### config.mk
export PLATFORM = sky130hd
export DESIGN_NAME = zol_seq
export DESIGN_NICKNAME = d
export VERILOG_FILES = /design/src/rtl/zol_pkg.sv /design/src/rtl/zol_count.sv /design/src/rtl/zol_status.sv /design/src/rtl/zol_nextpc.sv /design/src/rtl/zol_seq.sv
export SDC_FILE = /design/constraint.sdc
export NUM_CORES = 1
export LEC_CHECK = 0
export CELL_PAD_IN_SITES_DETAIL_PLACEMENT = 2
export CELL_PAD_IN_SITES_GLOBAL_PLACEMENT = 2
export CORE_MARGIN = 2
export CORE_UTILIZATION = 34
export CTS_CLUSTER_DIAMETER = 120
export DETAILED_ROUTE_END_ITERATION = 12
export PLACE_DENSITY_LB_ADDON = 0.2
export SYNTH_ARGS = -nofsm -noshare
export SYNTH_HDL_FRONTEND = slang
export SYNTH_SLANG_ARGS = --single-unit
### constraint.sdc
create_clock -name clk -period 8.2 [get_ports clk]
set_input_delay 0.82 -clock clk [delete_from_list [all_inputs] [get_ports clk]]
set_output_delay 0.82 -clock clk [all_outputs]
set_load 0.02 [all_outputs]
### src/rtl/zol_pkg.sv
package zol_pkg;

    localparam int unsigned AW     = 32;
    localparam int unsigned SEL_W  = 2;

    localparam int unsigned SM_BIT = 0;
    localparam int unsigned DB_BIT = 1;
    localparam int unsigned DS_BIT = 2;
    localparam int unsigned RP_BIT = 3;

    typedef enum logic [SEL_W-1:0] {
        SEL_START  = 2'd0,
        SEL_END    = 2'd1,
        SEL_COUNT  = 2'd2,
        SEL_STATUS = 2'd3
    } zol_sel_e;

    typedef struct packed {
        logic [AW-1:0] pc;
        logic [AW-1:0] rstart;
        logic [AW-1:0] rend;
        logic [AW-1:0] cnt;
        logic [AW-1:0] psw;
    } zol_state_t;

endpackage

### src/rtl/zol_count.sv
module zol_count
    import zol_pkg::*;
(
    input  logic [AW-1:0] cnt_q,
    input  logic          at_end,
    input  logic          rp_q,
    input  logic          cnt_wr,
    input  logic [AW-1:0] wr_data,
    output logic          pre_nz,
    output logic [AW-1:0] cnt_d
);

    logic [AW-1:0] cnt_dec;

    always_comb begin
        pre_nz  = |cnt_q;
        cnt_dec = cnt_q;
        if (at_end && (pre_nz || rp_q)) begin
            cnt_dec = pre_nz ? (cnt_q - 1'b1) : '0;
        end
        cnt_d = cnt_wr ? wr_data : cnt_dec;
    end

endmodule

### src/rtl/zol_status.sv
module zol_status
    import zol_pkg::*;
(
    input  logic          retire,
    input  logic          at_end,
    input  logic [AW-1:0] psw_q,
    input  logic          psw_wr,
    input  logic [AW-1:0] wr_data,
    input  logic [AW-1:0] cnt_new,
    input  logic [AW-1:0] pc_q,
    input  logic [AW-1:0] brk_addr,
    output logic          rp_q,
    output logic          trap,
    output logic [AW-1:0] psw_d
);

    localparam logic [AW-1:0] SM_MASK = AW'(1) << SM_BIT;
    localparam logic [AW-1:0] DS_MASK = AW'(1) << DS_BIT;

    logic [AW-1:0] psw_x;

    always_comb begin
        rp_q  = psw_q[RP_BIT];
        psw_x = psw_wr ? wr_data : psw_q;
        if (at_end && rp_q && (cnt_new == '0)) begin
            psw_x[RP_BIT] = 1'b0;
        end
        trap  = retire && (pc_q == brk_addr) && psw_x[DB_BIT];
        psw_d = trap ? ((psw_x & SM_MASK) | DS_MASK) : psw_x;
    end

endmodule

### src/rtl/zol_nextpc.sv
module zol_nextpc
    import zol_pkg::*;
#(
    parameter int unsigned   PC_STEP  = 8,
    parameter logic [AW-1:0] TRAP_VEC = 32'hFFFF_F128
) (
    input  logic          retire,
    input  logic          at_end,
    input  logic          rp_q,
    input  logic          pre_nz,
    input  logic          br_taken,
    input  logic [AW-1:0] br_target,
    input  logic [AW-1:0] rstart,
    input  logic          trap,
    input  logic [AW-1:0] pc_q,
    output logic [AW-1:0] pc_d
);

    localparam logic [AW-1:0] STEP = AW'(PC_STEP);

    logic loop_back;

    always_comb begin
        loop_back = at_end && rp_q && pre_nz;
        if (trap) begin
            pc_d = TRAP_VEC;
        end else if (!retire) begin
            pc_d = pc_q;
        end else if (br_taken) begin
            pc_d = br_target;
        end else if (loop_back) begin
            pc_d = rstart;
        end else begin
            pc_d = pc_q + STEP;
        end
    end

endmodule

### src/rtl/zol_seq.sv
module zol_seq
    import zol_pkg::*;
#(
    parameter int unsigned   PC_STEP  = 8,
    parameter logic [AW-1:0] TRAP_VEC = 32'hFFFF_F128
) (
    input  logic             clk,
    input  logic             rst_n,
    input  logic             retire_i,
    input  logic             br_taken_i,
    input  logic [AW-1:0]    br_target_i,
    input  logic [AW-1:0]    brk_addr_i,
    input  logic             wr_en_i,
    input  logic [SEL_W-1:0] wr_sel_i,
    input  logic [AW-1:0]    wr_data_i,
    output logic [AW-1:0]    pc_o,
    output logic [AW-1:0]    count_o,
    output logic [AW-1:0]    status_o,
    output logic             dbg_trap_o
);

    zol_state_t st_d, st_q;

    logic          at_end;
    logic          pre_nz;
    logic          rp_q;
    logic          trap;
    logic          cnt_wr;
    logic          psw_wr;
    logic [AW-1:0] cnt_nx;
    logic [AW-1:0] psw_nx;
    logic [AW-1:0] pc_nx;

    assign at_end = retire_i && (st_q.pc == st_q.rend);
    assign cnt_wr = wr_en_i && (zol_sel_e'(wr_sel_i) == SEL_COUNT);
    assign psw_wr = wr_en_i && (zol_sel_e'(wr_sel_i) == SEL_STATUS);

    zol_count u_count (
        .cnt_q   (st_q.cnt),
        .at_end  (at_end),
        .rp_q    (rp_q),
        .cnt_wr  (cnt_wr),
        .wr_data (wr_data_i),
        .pre_nz  (pre_nz),
        .cnt_d   (cnt_nx)
    );

    zol_status u_status (
        .retire   (retire_i),
        .at_end   (at_end),
        .psw_q    (st_q.psw),
        .psw_wr   (psw_wr),
        .wr_data  (wr_data_i),
        .cnt_new  (cnt_nx),
        .pc_q     (st_q.pc),
        .brk_addr (brk_addr_i),
        .rp_q     (rp_q),
        .trap     (trap),
        .psw_d    (psw_nx)
    );

    zol_nextpc #(
        .PC_STEP  (PC_STEP),
        .TRAP_VEC (TRAP_VEC)
    ) u_nextpc (
        .retire    (retire_i),
        .at_end    (at_end),
        .rp_q      (rp_q),
        .pre_nz    (pre_nz),
        .br_taken  (br_taken_i),
        .br_target (br_target_i),
        .rstart    (st_q.rstart),
        .trap      (trap),
        .pc_q      (st_q.pc),
        .pc_d      (pc_nx)
    );

    always_comb begin
        st_d = st_q;
        if (wr_en_i && (zol_sel_e'(wr_sel_i) == SEL_START)) begin
            st_d.rstart = wr_data_i;
        end
        if (wr_en_i && (zol_sel_e'(wr_sel_i) == SEL_END)) begin
            st_d.rend = wr_data_i;
        end
        st_d.cnt = cnt_nx;
        st_d.psw = psw_nx;
        st_d.pc  = pc_nx;
    end

    always_ff @(posedge clk or negedge rst_n) begin
        if (!rst_n) begin
            st_q <= '0;
        end else begin
            st_q <= st_d;
        end
    end

    assign pc_o       = st_q.pc;
    assign count_o    = st_q.cnt;
    assign status_o   = st_q.psw;
    assign dbg_trap_o = trap;

endmodule

# [Yosys cells after proc, flatten, opt, wreduce, memory -nomap -nowiden]
# Index checks and enable logic that the tools add are counted.
[totals] rom_bits=0 ff_bits=160 ram_bits=0 mem_count=0 latch_bits=0 elab_cells=42 inputBits=103 out_inout_bits=97
[classes] n_bitwise=0 n_eq_ne=5 add_sub_neg=2 muxes=10 reduce_logical=18 div_mod_pow=0 n_shift=0 magnitude_cmp=0 multipliers=0
[op_table] operator="32-bit 2-to-1 mux" n=9
[op_table] operator="32-bit equality test" n=2
[op_table] operator="32-bit by 4-bit adder with 32-bit output (second input constant)" n=1
[op_table] operator="32-bit zero test" n=1
[op_table] operator="32-bit OR reduction" n=1
[op_table] operator="32-bit by 1-bit subtractor with 32-bit output (second input constant)" n=1
[op_table] operator="1-bit logical AND" n=11
[op_table] operator="2-bit equality test (second input constant)" n=2
[op_table] operator="2-bit nonzero test" n=2
[op_table] operator="3-bit nonzero test" n=1
[op_table] operator="2-bit by 1-bit equality test with 1-bit output (second input constant)" n=1
[op_table] operator="2-bit zero test" n=1
[op_table] operator="1-bit logical OR" n=1
[op_table] operator="1-bit 2-to-1 mux" n=1

# [Depth between registers and ports, before layout]
# Gate-level depths: netlist of the first run.
[depth] depth_word=9 mapped_depth=14 depth_no_buf=12

# [By module]
# Synthesis of the first run repeated with hierarchy kept, for this count alone.
[hier_totals] hier_cells=1025 area_unflattened_um2=10052.1
[by_module_without_submodules] module="zol_seq" area_per_inst_um2=5880.6 n_inst=1 seq_area_each_um2=4003.8 cells_per_inst=375
[by_module_without_submodules] module="zol_nextpc" area_per_inst_um2=1644.1 n_inst=1 seq_area_each_um2=0.0 cells_per_inst=285
[by_module_without_submodules] module="zol_count" area_per_inst_um2=1445.1 n_inst=1 seq_area_each_um2=0.0 cells_per_inst=220
[by_module_without_submodules] module="zol_status" area_per_inst_um2=1082.3 n_inst=1 seq_area_each_um2=0.0 cells_per_inst=145

# [Least setup slack after synthesis of the first run]
# No wires, ideal clock.
[synth_timing] path_type="input-to-reg" start="in retire_i" end="reg st_q, in the netlist status_o[3]" t_arrival_ns=4.020 slack_ns=4.046 stages=11 required_ns=8.067 path_buffers=2 setup_time_ns=0.133 cell_sequence="clkbuf_1 -> nand2_1 -> or4_4 -> or3_1 -> clkbuf_1 -> o311a_1 -> a211o_1 -> or4_1 -> or4_1 -> nor4b_2 -> a31oi_1"
[synth_via] elab_chain_cells=8 elab_cells_between_ends=12 cone_classes="mux: 4; reduce/logical: 8"
[synth_rtl] element="start, declared" line_no="zol_seq.sv:9" source="input logic retire_i,"
[synth_rtl] element="1-bit logical AND *" line_no="zol_seq.sv:34" source="assign at_end = retire_i && (st_q.pc == st_q.rend);"
[synth_rtl] element="1-bit logical AND *" line_no="zol_count.sv:18" source="if (at_end && (pre_nz || rp_q)) begin"
[synth_rtl] element="32-bit 2-to-1 mux *" line_no="zol_count.sv:18"
[synth_rtl] element="32-bit 2-to-1 mux *" line_no="zol_count.sv:21" source="cnt_d = cnt_wr ? wr_data : cnt_dec;"
[synth_rtl] element="net cnt_nx[29]" line_no="zol_seq.sv:30" source="logic [AW-1:0] cnt_nx;"
[synth_rtl] element="32-bit zero test *" line_no="zol_status.sv:25" source="if (at_end && rp_q && (cnt_new == '0)) begin"
[synth_rtl] element="1-bit logical AND *" line_no="zol_status.sv:25"
[synth_rtl] element="1-bit 2-to-1 mux" line_no="zol_status.sv:25"
[synth_rtl] element="32-bit 2-to-1 mux" line_no="zol_status.sv:29" source="psw_d = trap ? ((psw_x & SM_MASK) | DS_MASK) : psw_x;"
[synth_rtl] element="end signal, assigned" line_no="zol_seq.sv:95" source="st_q <= st_d;"
[synth_rtl] element="end, declared" line_no="zol_seq.sv:22" source="zol_state_t st_d, st_q;"
# The timed path passes the listed nets; every way through them passes the cells marked *.
# A chain may end at the register's enable or synchronous reset.

# [Worst setup path in the final report of the first run]
[layout_timing] start="in brk_addr_i[28]" end="out dbg_trap_o"
[layout_via] elab_chain_cells=3
[layout_rtl] element="start, declared" line_no="zol_seq.sv:12" source="input logic [AW-1:0] brk_addr_i,"
[layout_rtl] element="32-bit equality test" line_no="zol_status.sv:28" source="trap = retire && (pc_q == brk_addr) && psw_x[DB_BIT];"
[layout_rtl] element="1-bit logical AND (2 in a row)" line_no="zol_status.sv:28"
[layout_rtl] element="end, declared" line_no="zol_seq.sv:19" source="output logic dbg_trap_o"
# Every way passes these cells.

==> results of run 1 <==
[stage by stage]
step                      hold WS [ns]  area [um^2]  power (mW)
final                            0.441        11900        2.66
after global routing             0.512        11900        2.79
after CTS                        0.482        11900        2.68
after detailed placement         0.497        11400        1.87
after global placement           0.489        11400        1.84
after floorplan                  0.471         9750        1.58
[report_power, final]
group / total (mW) / internal, mW / leakage [nW] / switching, mW
sequential: 1.11 / 0.924 / 1.90 / 0.182
combinational: 0.754 / 0.369 / 2.55 / 0.385
clock: 0.805 / 0.441 / 0.278 / 0.364
total: 2.66 / 1.73 / 4.73 / 0.931
[routing by layer]
metal  vias to the layer above  track usage
li1                       3666            -
met5                         -            0
met4                         2       0.0759
met3                        46       0.0366
met2                       208        0.423
met1                      4288        0.338
[Yosys cell counts, types with 4 or more instances]
| cell type | n |
|---|---|
| and3_1 | 8 |
| buf_1 | 4 |
| buf_4 | 96 |
| clkbuf_1 | 57 |
| o22a_1 | 24 |
| a211oi_1 | 5 |
| nand2_1 | 73 |
| nor2_1 | 93 |
| nand4_1 | 24 |
| o22ai_1 | 6 |
| mux2i_1 | 32 |
| and4_1 | 4 |
| inv_1 | 17 |
| dfrtp_1 | 160 |
| mux2_2 | 66 |
| or3_1 | 7 |
| nand3_1 | 23 |
| xor2_1 | 40 |
| nand2b_1 | 16 |
| nor4_1 | 24 |
| a31oi_1 | 4 |
| xnor2_1 | 64 |
| o21ai_1 | 4 |
| o21ai_0 | 50 |
| nor2b_1 | 4 |
| or4_1 | 10 |
| nor3_1 | 18 |
| a21oi_1 | 43 |
| o211ai_1 | 4 |
[final cells by class]
cell class	instances	area, um^2
clock inverter	12	124
timing repair buffer	211	2080
inverter	17	63.8
multi-input combinational	696	4750
sequential	160	4000
tap	378	473
clock buffer	20	457
fill	3028	16100
[registers in the layout (all words and copies together), names as in the netlist]
register,cells
st_q,64
status_o,32
count_o,32
pc_o,32
[critical path: cells and delay by family]
family                    cells  cell delay (ns)
buffers and inverters         3             1.49
and+or+nand+nor               5             1.59
xor gates and xnor gates      1             0.23
[worst max-delay path by stage]
stage / endpoint / startpoint / cells past startpoint
2_1_floorplan: status_o[3] / retire_i / 11
3_3_place_gp: status_o[3] / retire_i / 11
3_5_place_dp: status_o[3] / retire_i / 11
4_1_cts: dbg_trap_o / brk_addr_i[28] / 9
5_1_grt: dbg_trap_o / brk_addr_i[28] / 9
6_report: dbg_trap_o / brk_addr_i[28] / 9
[logic make-up after synthesis]
| kind of cell | Yosys count |
|---|---|
| mux | 98 |
| fa+ha+maj | 2 |
| compound gates | 161 |
| flops | 160 |
| buf+inv | 176 |
| xor+xnor | 104 |
| simple gates | 331 |
==> results.json, run 1 <==
{
  "outcome": "completed",
  "syn_avg_cell_area_um2": 9.45,
  "worst_pin_slew_ns": 1.07,
  "start_util": 0.348,
  "post-route-drc-count": 0,
  "viasPerCell": 5.50,
  "hold_viol": 0,
  "dpl.hpwl_um": 26400,
  "fin_cells": 1494,
  "place.gp.congestion": 0.846,
  "yosys.area_share.xor_xnor": 0.0934,
  "vias": 8210,
  "maxSlewViolCount": 0,
  "clk_path_buf_depth": 2,
  "synth_compound_area_frac": 0.104,
  "rr_startpoint": "count_o[0]",
  "nNetsFinal": 1208,
  "wl_met3_um": 1280,
  "period_needed_ns": 4.97,
  "ant_nets": 0,
  "ios": 200,
  "yosysTopAreaCell": "dfrtp_1",
  "fp.dieW_um": 173,
  "syn-cell-area_um2": 9750,
  "layout_common_cells": "197 x clkdlybuf4s50_1, 160 x dfrtp_1, 91 x nor2_1",
  "drive_above_1_share": 0.114,
  "grt_usage": 0.253,
  "synth_flop_cell": "dfrtp_1",
  "relSlewSlack": 0.283,
  "synth_edf_count": 0,
  "grt_pass1_vias": 9090,
  "wirelength_um": 37600,
  "fin_skew_ns": 0.0190,
  "worstPathRequired_ns": 7.38,
  "synth_cells": 1032,
  "ys_warn_count": 0,
  "arrival_ns": 4.15,
  "cp-start-kind": "input pin",
  "rr_worst_depth": 12,
  "avgRoutedWirePerCell_um": 25.1,
  "p_per_area_nw_per_um2": 223,
  "synth_top_family_by_area": "simple AND/OR/NAND/NOR gates",
  "cts.sinks": 160,
  "crit_slowest_cell": "or4_1",
  "die-area_um2": 30000,
  "top_layer_used": "met5",
  "cts_tree": "done",
  "core_area_um2": 28000,
  "syn_to_final_growth_pct": 22.6,
  "dr_wl_met2_um": 18300,
  "n_antenna_cell": 0,
  "rsz0062_at_grt": "false",
  "synth_mux_area_frac": 0.109,
  "place.port_buffers": 199,
  "grt_pass1_wl_um": 57600,
  "clk_pin_slew_ns": 0.07,
  "irDropWorstVdd_mv": 0.109,
  "synth_cell_types": 60,
  "worstSkewPairLatency_ns": 0.44,
  "drt_iter0_markers": 419,
  "hold_buffers": 0,
  "grt_start_max_net_pins": 83,
  "dp_cells": 1462,
  "final_util": 0.427,
  "synthAdderAreaFrac": 0.00257,
  "synth-async-reset-ratio": 1.00,
  "rows": 61,
  "wl_met1_um": 17000,
  "endpoint_kind": "output port",
  "max_stage_delay_ns": 0.77,
  "numCtsBuffers": 17,
  "grt_overflow": 0,
  "cts_root_buf": "clkbuf_16",
  "min_path_type": "input pin to async pin",
  "path_cells": "clkdlybuf4s50_1 -> xnor2_1 -> nand4_1 -> nor4_1 -> nand4_1 -> or4_1 -> nor2_2 -> buf_4 -> clkdlybuf4s50_1",
  "ys_ff_latch": 160,
  "synthSimpleGateAreaFrac": 0.176,
  "place_ws_ns": 2.88,
  "cp_max_fo": 30,
  "fmax_ghz": 0.201,
  "fin_ws_ns": 3.23,
  "tns_ns": 0,
  "layout_commonest_cell": "clkdlybuf4s50_1",
  "maxCapViolCount": 0,
  "period_share": 0.606,
  "timing.rr.end": "status_o[3]",
  "post_cts_buffers": 0,
  "cts_resized": 0,
  "r2r_slack_ns": 3.38,
  "setup_viol": 0,
  "synth.area.top_cells": "dfrtp_1 41%, mux2_2 7.6%, buf_4 7.4%",
  "synth.yosys.seq_area_share": 0.411,
  "synth_top_cell_area_share": 0.411,
  "firstDrtPassIters": 4,
  "synth_nets": 1137,
  "h-tree-depth": 4,
  "crit_type": "input pin to output port",
  "antenna_found_initial": 2,
  "die_y_um": 173,
  "p_leak_nw": 4.73
}
Power figures use the tool's default switching activity.
==> run 2, diff against run 1 <==
CORE_UTILIZATION = 32   (was 34)
clock period = 4.9 ns   (was 8.2 ns; I/O delays follow)
==> run 2 against run 1 <==
Against the previous run:
- routed wire length increased by 5.5%
- global-route usage increased by 0.20 points
- register-to-register slack got worse by 2.8 ns
- setup slack got worse by 2.7 ns
- core utilization decreased by 1.6 points
- clock skew decreased by 0.0038 ns
- critical endpoint unchanged
- highest routed layer is now met4
==> results.json, run 2 (synthesis gave the netlist of run 1 again) <==
{
  "core_area_um2": 29800,
  "die_y_um": 179,
  "post_cts_buffers": 0,
  "wirelength_um": 39600,
  "numCtsBuffers": 17,
  "relSlewSlack": 0.348,
  "worst_pin_slew_ns": 0.979,
  "hold_buffers": 0,
  "rsz0062_at_grt": "false",
  "worstSkewPairLatency_ns": 0.43,
  "grt_pass1_vias": 9007,
  "clk_path_buf_depth": 2,
  "start_util": 0.327,
  "fin_skew_ns": 0.0152,
  "maxCapViolCount": 0,
  "r2r_slack_ns": 0.60,
  "hold_viol": 0,
  "place.gp.congestion": 0.929,
  "drive_above_1_share": 0.135,
  "viasPerCell": 5.43,
  "min_path_type": "input pin to async pin",
  "syn_to_final_growth_pct": 25.4,
  "regMostFlops": "st_q",
  "setup_viol": 0,
  "drt_iter0_markers": 457,
  "cp-start-kind": "flip-flop",
  "fin_cells": 1533,
  "period_share": 0.898,
  "outcome": "completed",
  "largest_reg_flops": 64,
  "grt_pass1_wl_um": 59400,
  "arrival_ns": 3.91,
  "place.port_buffers": 199,
  "tns_ns": 0,
  "antenna_found_initial": 0,
  "timing.rr.end": "status_o[3]",
  "grt_overflow": 0,
  "cts_tree": "done",
  "p_leak_nw": 4.88,
  "avgRoutedWirePerCell_um": 25.8,
  "cts.sinks": 160,
  "endpoint_kind": "output port",
  "worstPathRequired_ns": 4.41,
  "p_per_area_nw_per_um2": 379,
  "fmax_ghz": 0.227,
  "layout_common_cells": "197 x clkdlybuf4s50_1, 160 x dfrtp_1, 91 x nor2_1",
  "grt_start_max_net_pins": 95,
  "die-area_um2": 31900,
  "nNetsFinal": 1236,
  "clk_pin_slew_ns": 0.07,
  "vias": 8317,
  "rr_startpoint": "count_o[1]",
  "grt_usage": 0.255,
  "dpl.hpwl_um": 28800,
  "post-route-drc-count": 0,
  "cp_max_fo": 6,
  "crit_type": "flip-flop to output port",
  "maxSlewViolCount": 0,
  "dp_cells": 1502,
  "firstDrtPassIters": 5,
  "irDropWorstVdd_mv": 0.227,
  "layout_commonest_cell": "clkdlybuf4s50_1",
  "rows": 63,
  "final_util": 0.410,
  "ant_nets": 0,
  "h-tree-depth": 4,
  "period_needed_ns": 4.40,
  "cts_resized": 0,
  "ios": 200,
  "rr_worst_depth": 13,
  "cts_root_buf": "clkbuf_16",
  "fp.dieW_um": 179
}
## run 2: how the worst max path moves through the flow
stage	from	slack (ns)	cells after the start	endpoint
floorplan	count_o[15]	1.02	10	status_o[3]
global route	count_o[1]	0.24	13	status_o[3]
CTS	pc_o[26]	0.57	8	dbg_trap_o
finish	pc_o[26]	0.50	8	dbg_trap_o
global placement	count_o[1]	0.66	13	status_o[3]
detailed placement	retire_i	0.62	10	status_o[3]
## run 2: per-stage QoR
step / instance area, um^2 / total power, mW / hold slack [ns] / setup slack (ns)
floorplan: 9750 / 2.64 / 0.194 / 1.02
global placement: 11600 / 3.15 / 0.489 / 0.658
detailed placement: 11600 / 3.18 / 0.498 / 0.619
CTS: 12200 / 4.68 / 0.201 / 0.565
global route: 12200 / 4.86 / 0.223 / 0.237
finish: 12200 / 4.63 / 0.150 / 0.500
## run 2: metal layers
| layer | wire length, um | up-vias | track usage | part of all wire |
|---|---|---|---|---|
| li1 | - | 3728 | - | - |
| met1 | 18500 | 4332 | 0.354 | 0.47 |
| met2 | 19100 | 223 | 0.421 | 0.48 |
| met3 | 1420 | 34 | 0.0298 | 0.036 |
| met4 | 653 | 0 | 0.0627 | 0.016 |
| met5 | 0 | - | 0 | 0 |
## run 2: final cells by class
cell class                      instances  area [um^2]
Fill cell                            3222        17600
Multi-Input combinational cell        696         4740
Inverter                               17         63.8
Antenna cell                            1         2.50
Clock inverter                         12          184
Clock buffer                           18          439
Sequential cell                       160         4000
Timing Repair Buffer                  239         2300
Tap cell                              390          488
## run 2: critical path, cell delays in order, from the launching register on
cell             delay, ns
dfrtp_1               0.44
buf_4                 0.21
xnor2_1               0.29
nand4_1               0.14
nor4_1                0.35
nand4_1               0.13
or4_1                 0.76
nor2_2                0.45
clkdlybuf4s50_1       0.69
## run 2: report_power, final
part / internal [mW] / switching, mW / leakage (nW)
registers: 1.55 / 0.253 / 1.90
clock network: 0.868 / 0.601 / 0.299
logic: 0.644 / 0.718 / 2.68
